==> src/rtl/bzmux_pkg.sv <==
package bzmux_pkg;
  localparam int NPIN = 2;

  typedef enum logic {
    WSEL_DIR  = 1'b0,
    WSEL_DATA = 1'b1
  } wsel_e;

  typedef enum logic [1:0] {
    RSEL_DIR  = 2'd0,
    RSEL_DATA = 2'd1,
    RSEL_PAD  = 2'd2,
    RSEL_ZERO = 2'd3
  } rsel_e;

  // Pin A: tone gated by its own data bit in buzzer mode, else the data bit
  function automatic logic pin_a_level(input logic buzz, input logic dat_a,
                                       input logic tone_i);
    return buzz ? (dat_a & tone_i) : dat_a;
  endfunction

  // Pin B: inverted tone gated by pin A's data bit while paired
  function automatic logic pin_b_level(input logic paired, input logic dat_a,
                                       input logic dat_b, input logic tone_i);
    return paired ? (dat_a & ~tone_i) : dat_b;
  endfunction
endpackage

==> src/rtl/bzmux_regs.sv <==
module bzmux_regs
  import bzmux_pkg::*;
#(
  parameter int W = NPIN
) (
  input  logic         clk,
  input  logic         rst_n,
  input  logic         wr_en,
  input  logic         wr_sel,
  input  logic [W-1:0] wr_data,
  input  logic         rd_en,
  input  logic [1:0]   rd_sel,
  input  logic [W-1:0] pad_sync,
  input  logic [W-1:0] mode_in,
  output logic [W-1:0] dir_q,
  output logic [W-1:0] data_q,
  output logic [W-1:0] mode_q,
  output logic [W-1:0] rd_q
);
  logic         wr_dir, wr_dat;
  logic [W-1:0] rd_mux;

  assign wr_dir = wr_en && (wsel_e'(wr_sel) == WSEL_DIR);
  assign wr_dat = wr_en && (wsel_e'(wr_sel) == WSEL_DATA);

  always_comb begin
    unique case (rsel_e'(rd_sel))
      RSEL_DIR:  rd_mux = dir_q;
      RSEL_DATA: rd_mux = data_q;
      RSEL_PAD:  rd_mux = pad_sync;
      default:   rd_mux = '0;
    endcase
  end

  always_ff @(posedge clk or negedge rst_n) begin
    if (!rst_n) begin
      dir_q  <= '0;
      data_q <= '0;
      mode_q <= '0;
      rd_q   <= '0;
    end else begin
      mode_q <= mode_in;
      if (wr_dir) dir_q  <= wr_data;
      if (wr_dat) data_q <= wr_data;
      if (rd_en)  rd_q   <= rd_mux;
    end
  end
endmodule

==> src/rtl/bzmux_insync.sv <==
module bzmux_insync #(
  parameter int W      = 2,
  parameter int STAGES = 2
) (
  input  logic         clk,
  input  logic         rst_n,
  input  logic [W-1:0] d,
  output logic [W-1:0] q
);
  for (genvar b = 0; b < W; b++) begin : g_bit
    logic [STAGES-1:0] chain;
    always_ff @(posedge clk or negedge rst_n) begin
      if (!rst_n) chain <= '0;
      else        chain <= {chain[STAGES-2:0], d[b]};
    end
    assign q[b] = chain[STAGES-1];
  end
endmodule

==> src/rtl/bzmux_padmux.sv <==
module bzmux_padmux
  import bzmux_pkg::*;
(
  input  logic [1:0] dir_q,
  input  logic [1:0] data_q,
  input  logic [1:0] mode_q,
  input  logic       tone,
  output logic       a_buzz,
  output logic       paired,
  output logic [1:0] out_o,
  output logic [1:0] oe_o
);
  assign a_buzz = dir_q[0] & mode_q[0];
  assign paired = a_buzz & dir_q[1] & mode_q[1];
  assign oe_o   = dir_q;

  always_comb begin
    out_o[0] = dir_q[0] & pin_a_level(a_buzz, data_q[0], tone);
    out_o[1] = dir_q[1] & pin_b_level(paired, data_q[0], data_q[1], tone);
  end
endmodule

==> src/rtl/bzmux_top.sv <==
module bzmux_top
  import bzmux_pkg::*;
#(
  parameter int SYNC_STAGES = 2
) (
  input  logic       clk,
  input  logic       rst_n,
  input  logic       wr_en,
  input  logic       wr_sel,
  input  logic [1:0] wr_data,
  input  logic       rd_en,
  input  logic [1:0] rd_sel,
  output logic [1:0] rd_data,
  input  logic       bz_mode_a,
  input  logic       bz_mode_b,
  input  logic       tone,
  input  logic [1:0] pad_in,
  output logic [1:0] pad_out,
  output logic [1:0] pad_oe
);
  logic [1:0] dir_q, data_q, mode_q, pad_sync;
  logic       a_buzz_active, pair_active;

  bzmux_insync #(.W(NPIN), .STAGES(SYNC_STAGES)) u_sync (
    .clk(clk), .rst_n(rst_n), .d(pad_in), .q(pad_sync)
  );

  bzmux_regs #(.W(NPIN)) u_regs (
    .clk(clk), .rst_n(rst_n), .wr_en(wr_en), .wr_sel(wr_sel),
    .wr_data(wr_data), .rd_en(rd_en), .rd_sel(rd_sel),
    .pad_sync(pad_sync), .mode_in({bz_mode_b, bz_mode_a}),
    .dir_q(dir_q), .data_q(data_q), .mode_q(mode_q), .rd_q(rd_data)
  );

  bzmux_padmux u_mux (
    .dir_q(dir_q), .data_q(data_q), .mode_q(mode_q), .tone(tone),
    .a_buzz(a_buzz_active), .paired(pair_active),
    .out_o(pad_out), .oe_o(pad_oe)
  );
endmodule

==> config.mk <==
export PLATFORM = sky130hd
export DESIGN_NAME = bzmux_top
export DESIGN_NICKNAME = d
export VERILOG_FILES = /design/src/rtl/bzmux_pkg.sv /design/src/rtl/bzmux_regs.sv /design/src/rtl/bzmux_insync.sv /design/src/rtl/bzmux_padmux.sv /design/src/rtl/bzmux_top.sv
export SDC_FILE = /design/constraint.sdc
export NUM_CORES = 1
export LEC_CHECK = 0
export BUFFER_PORTS_ARGS = -buffer_cell sky130_fd_sc_hd__buf_2
export CAP_MARGIN = 0
export CORE_AREA = 2 2 39 41
export CTS_CLUSTER_DIAMETER = 80
export CTS_CLUSTER_SIZE = 10
export DETAILED_ROUTE_END_ITERATION = 10
export DIE_AREA = 0 0 41 43
export GPL_TIMING_DRIVEN = 0
export PLACE_DENSITY_LB_ADDON = 0.25
export SYNTH_ARGS = -nofsm -noshare
export SYNTH_HDL_FRONTEND = slang
export SYNTH_SLANG_ARGS = --single-unit
==> constraint.sdc <==
create_clock -name clk -period 0.85 [get_ports clk]
set_input_delay 0 -clock clk [delete_from_list [all_inputs] [get_ports clk]]
set_output_delay 0 -clock clk [all_outputs]
set_load 0.02 [all_outputs]
* Word-level counts from Yosys, hierarchy flattened
Cells that the tools add are included.
** Word-level totals
- Register bits :: 12
- Input bits :: 14
** Operators by class
- Equality and inequality tests :: 2
- Mux-type cells :: 3
- Bitwise gates (word level) :: 9
- Reductions and logical operators :: 3
** Operator list (number)
- $and A1 B1 Y1 :: 7
- $pmux W2 S3 :: 1
- $eq A2 B1 Y1 const B :: 1
- $eq A2 B2 Y1 const B :: 1
- $logic_and A1 B1 Y1 :: 2
- $logic_not A2 Y1 :: 1
- $mux W1 :: 2
- $not A1 Y1 :: 2

* Longest topological paths before layout
- Word-level depth :: 5
- Gate-level depth with buffers :: 2
- Depth with buffers taken out :: 2

* Hierarchy
Synthesis repeated with hierarchy kept, for this count alone.
** Second synthesis, totals
- Cell total of the unflattened synthesis :: 39
- Area total of the unflattened synthesis :: 524.3 um^2
** By module, submodules not included
- bzmux_regs :: times used 1, cells an instance 23, area each 341.6 um^2
- bzmux_insync :: times used 1, cells an instance 6, area each 115.1 um^2
- bzmux_padmux :: times used 1, cells an instance 10, area each 67.6 um^2

* Worst setup path after synthesis
Ideal clock, no wire load.
- Path type :: flip-flop to output port
- Start :: register u_regs.dir_q[0]
- End :: output pad_out[1]
- Arrival :: 1.001 ns
- Path slack :: -0.151 ns
- Cell stages (with the launch flop) :: 3
- Buffers on the path :: 0
- Path through :: dfrtp_1 nand3_1 mux2i_1
** Between the ends
- Cells in the longest elaborated chain, start to end :: 5
** Ends and longest elaborated chain
- start, declared :: line bzmux_regs.sv:15 : output logic [W-1:0] dir_q,
- start signal, assigned :: line bzmux_regs.sv:43 : if (wr_dir) dir_q <= wr_data;
- $and A1 B1 Y1 :: line bzmux_padmux.sv:13 : assign a_buzz = dir_q[0] & mode_q[0];
- $and A1 B1 Y1 (2 in a row) :: line bzmux_padmux.sv:14 : assign paired = a_buzz & dir_q[1] & mode_q[1];
- $mux W1 :: line bzmux_pkg.sv:25 : return paired ? (dat_a & ~tone_i) : dat_b;
- $and A1 B1 Y1 :: line bzmux_padmux.sv:19 : out_o[1] = dir_q[1] & pin_b_level(paired, data_q[0], data_q[1], tone);
- end, declared :: line bzmux_top.sv:18 : output logic [1:0] pad_out,
Every way passes these cells.

* Worst setup path after layout
Same ends and word-level chain as after synthesis.

==> impl_metrics.ini <==
[run_status]
outcome = finished, violations left
failed_checks = setup timing

[floorplan]
top_level_ports = 20
core_region_area_um2 = 1380
initial_utilization_pct = 34.7
fp.dieW_um = 41
placement_rows = 14
die_height_um = 43
die_area_um2 = 1760

[global_routing]
grt_antenna_before_repair = 0
grt_pass1_wl_um = 1360
global_route_total_usage_across_every_layer_pct = 12.2
first_global_vias = 348
grt_start_max_net_pins = 13
total_grt_overflow = 0

[timing]
finalSetupTns_ps = -818
post-route-period-util_pct = 133
slew_violations = 0
final_worst_setup_slack_ps = -282
final_setup_fails = 5
finalHoldViolCount = 0
grt_setup_unrepaired = yes
layout_min_cycle_time_ps = 1130
fmaxAchievable_ghz = 0.883
worstMarginPinSlew_ps = 258
slew_headroom_pct = 82.8
finClkSkew_ps = 2.58

[cells_and_area]
final_common_cell = sky130_fd_sc_hd__buf_2
finalNetCount = 81
area_growth_syn_to_layout_pct = 58.6
commonest_cells_after_routing_fill_and_taps_aside = sky130_fd_sc_hd__buf_2, sky130_fd_sc_hd__dfrtp_1, sky130_fd_sc_hd__dlygate4sd3_1
fin_util_pct = 55.1
antennaDiodeCount = 0
final-instance-count-excl-fill = 82
fillers = 121
final_layout_size_suffix_gt1_share_pct = 57.6

[clocking]
cts_tree = built
clock_sink_count = 12
path_clk_slew_ps = 70
clockRootBuffer = sky130_fd_sc_hd__clkbuf_4
clkLatencyLatePin_ps = 270
cts_buffer_count = 3
cts_max_path_buffers = 2
htree_levels = 1

[setup_path]
worst_path_max_delay_cell = sky130_fd_sc_hd__dfrtp_2
setup.worst_path.end_class = output pin
crit_family = flip-flops
startpoint_type = flip-flop
critical_path.max_stage_delay_ps = 410
worstPathRequired_ps = 850
criticalPathCategory = reg2out
critical_path.cell_chain = nand3_2, mux2i_4, buf_6
timing.critical_path.arrival_ps = 1130
crit_path_max_fanout = 2
critPathBufInv = 1

[flow_run]
count_of_maximum_capacitance_violations = 0

[placement]
dp_worst_setup_slack_ps = -60.9
port_buffers = 19
detailedPlacementHpwl_um = 628
placed_cells = 69
globalplace.congestion = 0.644

[min_path]
type_of_the_worst_min_delay_path = in2reg

[power_and_ir_drop]
cellLeakagePower_nw = 0.365
peakVddDrop_mv = 1.05
design_power_total_w = 0.00144
power_density_nw_per_um2 = 1890

[synth]
yosysWarningCount = 0
netlist_instances = 34
syn_avg_cell_area_um2 = 14.1
synth_cell_types = 14
ys_seq_area_share_pct = 62.5
synth.ff_latch_count = 12
synth.cell_area_um2 = 480
mappedNetlistNets = 48

[route]
remaining_drc_errors = 0
vias = 371
ant_nets = 0
detail_route.wl_per_cell_um = 10.0
detail_route.wirelength_um = 824
drt_iter0_markers = 2
vias_per_cell = 4.52
dr_pass1_iterations = 3
## per-layer routing
layer  vias up  track usage (%)  share of wire [%]
li1        187                -                  -
met1       171             14.6                 43
met2        13             16.9                 49
met3         0             3.66                7.4
met4         0             10.0                  0
met5         -                0                  0
## worst register-to-register path: cells and delay by family, from the launching register on
kind	cells	cell delay, ps
buffers and inverters	1	150
AO/OA/AOI/OAI	1	130
multiplexers	1	130
flip-flops	1	410
## registers in the layout, summed over array words and instances (netlist names)
signal	flops
u_regs.data_q	2
u_regs.dir_q	2
u_regs.mode_q	2
u_regs.rd_q	2
u_sync.g_bit.chain	4
## metrics by stage
step | area (um2) | hold WS (ps)
6_report | 762 | 16.7
5_1_grt | 762 | 28.6
4_1_cts | 761 | 6.10
3_5_place_dp | 619 | -112
3_3_place_gp | 619 | -110
2_1_floorplan | 504 | -296
## synthesized netlist by cell type
library cell / number / area share [%]
sky130_fd_sc_hd__nor2b_4: 1 / 2.9
sky130_fd_sc_hd__mux2_2: 2 / 4.7
sky130_fd_sc_hd__nand2_1: 2 / 1.6
sky130_fd_sc_hd__nand3_1: 1 / 1.0
sky130_fd_sc_hd__nand4b_1: 2 / 3.6
sky130_fd_sc_hd__mux2i_1: 3 / 6.3
sky130_fd_sc_hd__nand2b_1: 1 / 1.3
sky130_fd_sc_hd__a21oi_1: 1 / 1.0
sky130_fd_sc_hd__nand3b_1: 1 / 1.6
sky130_fd_sc_hd__inv_1: 3 / 2.3
sky130_fd_sc_hd__dfrtp_1: 12 / 63
sky130_fd_sc_hd__mux2_4: 2 / 6.3
sky130_fd_sc_hd__o221ai_1: 2 / 3.6
sky130_fd_sc_hd__nand2_2: 1 / 1.3
## cell type report
cell class	count	area (um2)	share of cell area [%]
multi-input cells	19	193	25.3
clock buffers	4	36.3	4.76
repair buffers	28	198	25.9
well taps	16	20.0	2.63
flip-flops and latches	12	304	39.9
inverters	3	11.3	1.48
## where the power goes
group / internal, W / switching [W] / leakage (nW)
Clock: 0.000260 / 0.000177 / 0.0210
Combinational: 0.000184 / 0.000150 / 0.205
Sequential: 0.000631 / 0.0000408 / 0.139
Total: 0.00108 / 0.000368 / 0.365
## kinds of logic after synthesis
| group | count (synthesis) | share of synthesized area [%] |
|---|---|---|
| muxes | 7 | 17.2 |
| AOI/OAI and AO/OA | 3 | 4.69 |
| and+or+nand+nor | 9 | 13.3 |
| DFF | 12 | 62.5 |
| buffers and inverters | 3 | 2.34 |
## final timing paths
path                                                from  depth (start not counted)                  endpoint  slack [ps]
worst min register to register  u_sync.g_bit[1].chain[0]                          0  u_sync.g_bit[1].chain[1]         360
min in group asynchronous                          rst_n                          2          u_regs.data_q[1]         130
worst max-delay path                     u_regs.dir_q[0]                          3                pad_out[1]        -280
worst min-delay path                               rd_en                          2            u_regs.rd_q[0]          20
max in group asynchronous                          rst_n                          2           u_regs.dir_q[1]         500
worst max register to register           u_regs.dir_q[0]                          3            u_regs.rd_q[0]        -100
## what timing repair did
item | 4_1_cts | 5_1_grt
buffers inserted | 2 | 0
endpoints found under the setup margin | 4 | 6
cloned | 0 | 0
hold buffers | 7 | 0
gates resized for setup | 7 | 1
pin swaps | 1 | 1
hold endpoints to repair | 20 | 0
(Power assumes the default switching activity.)
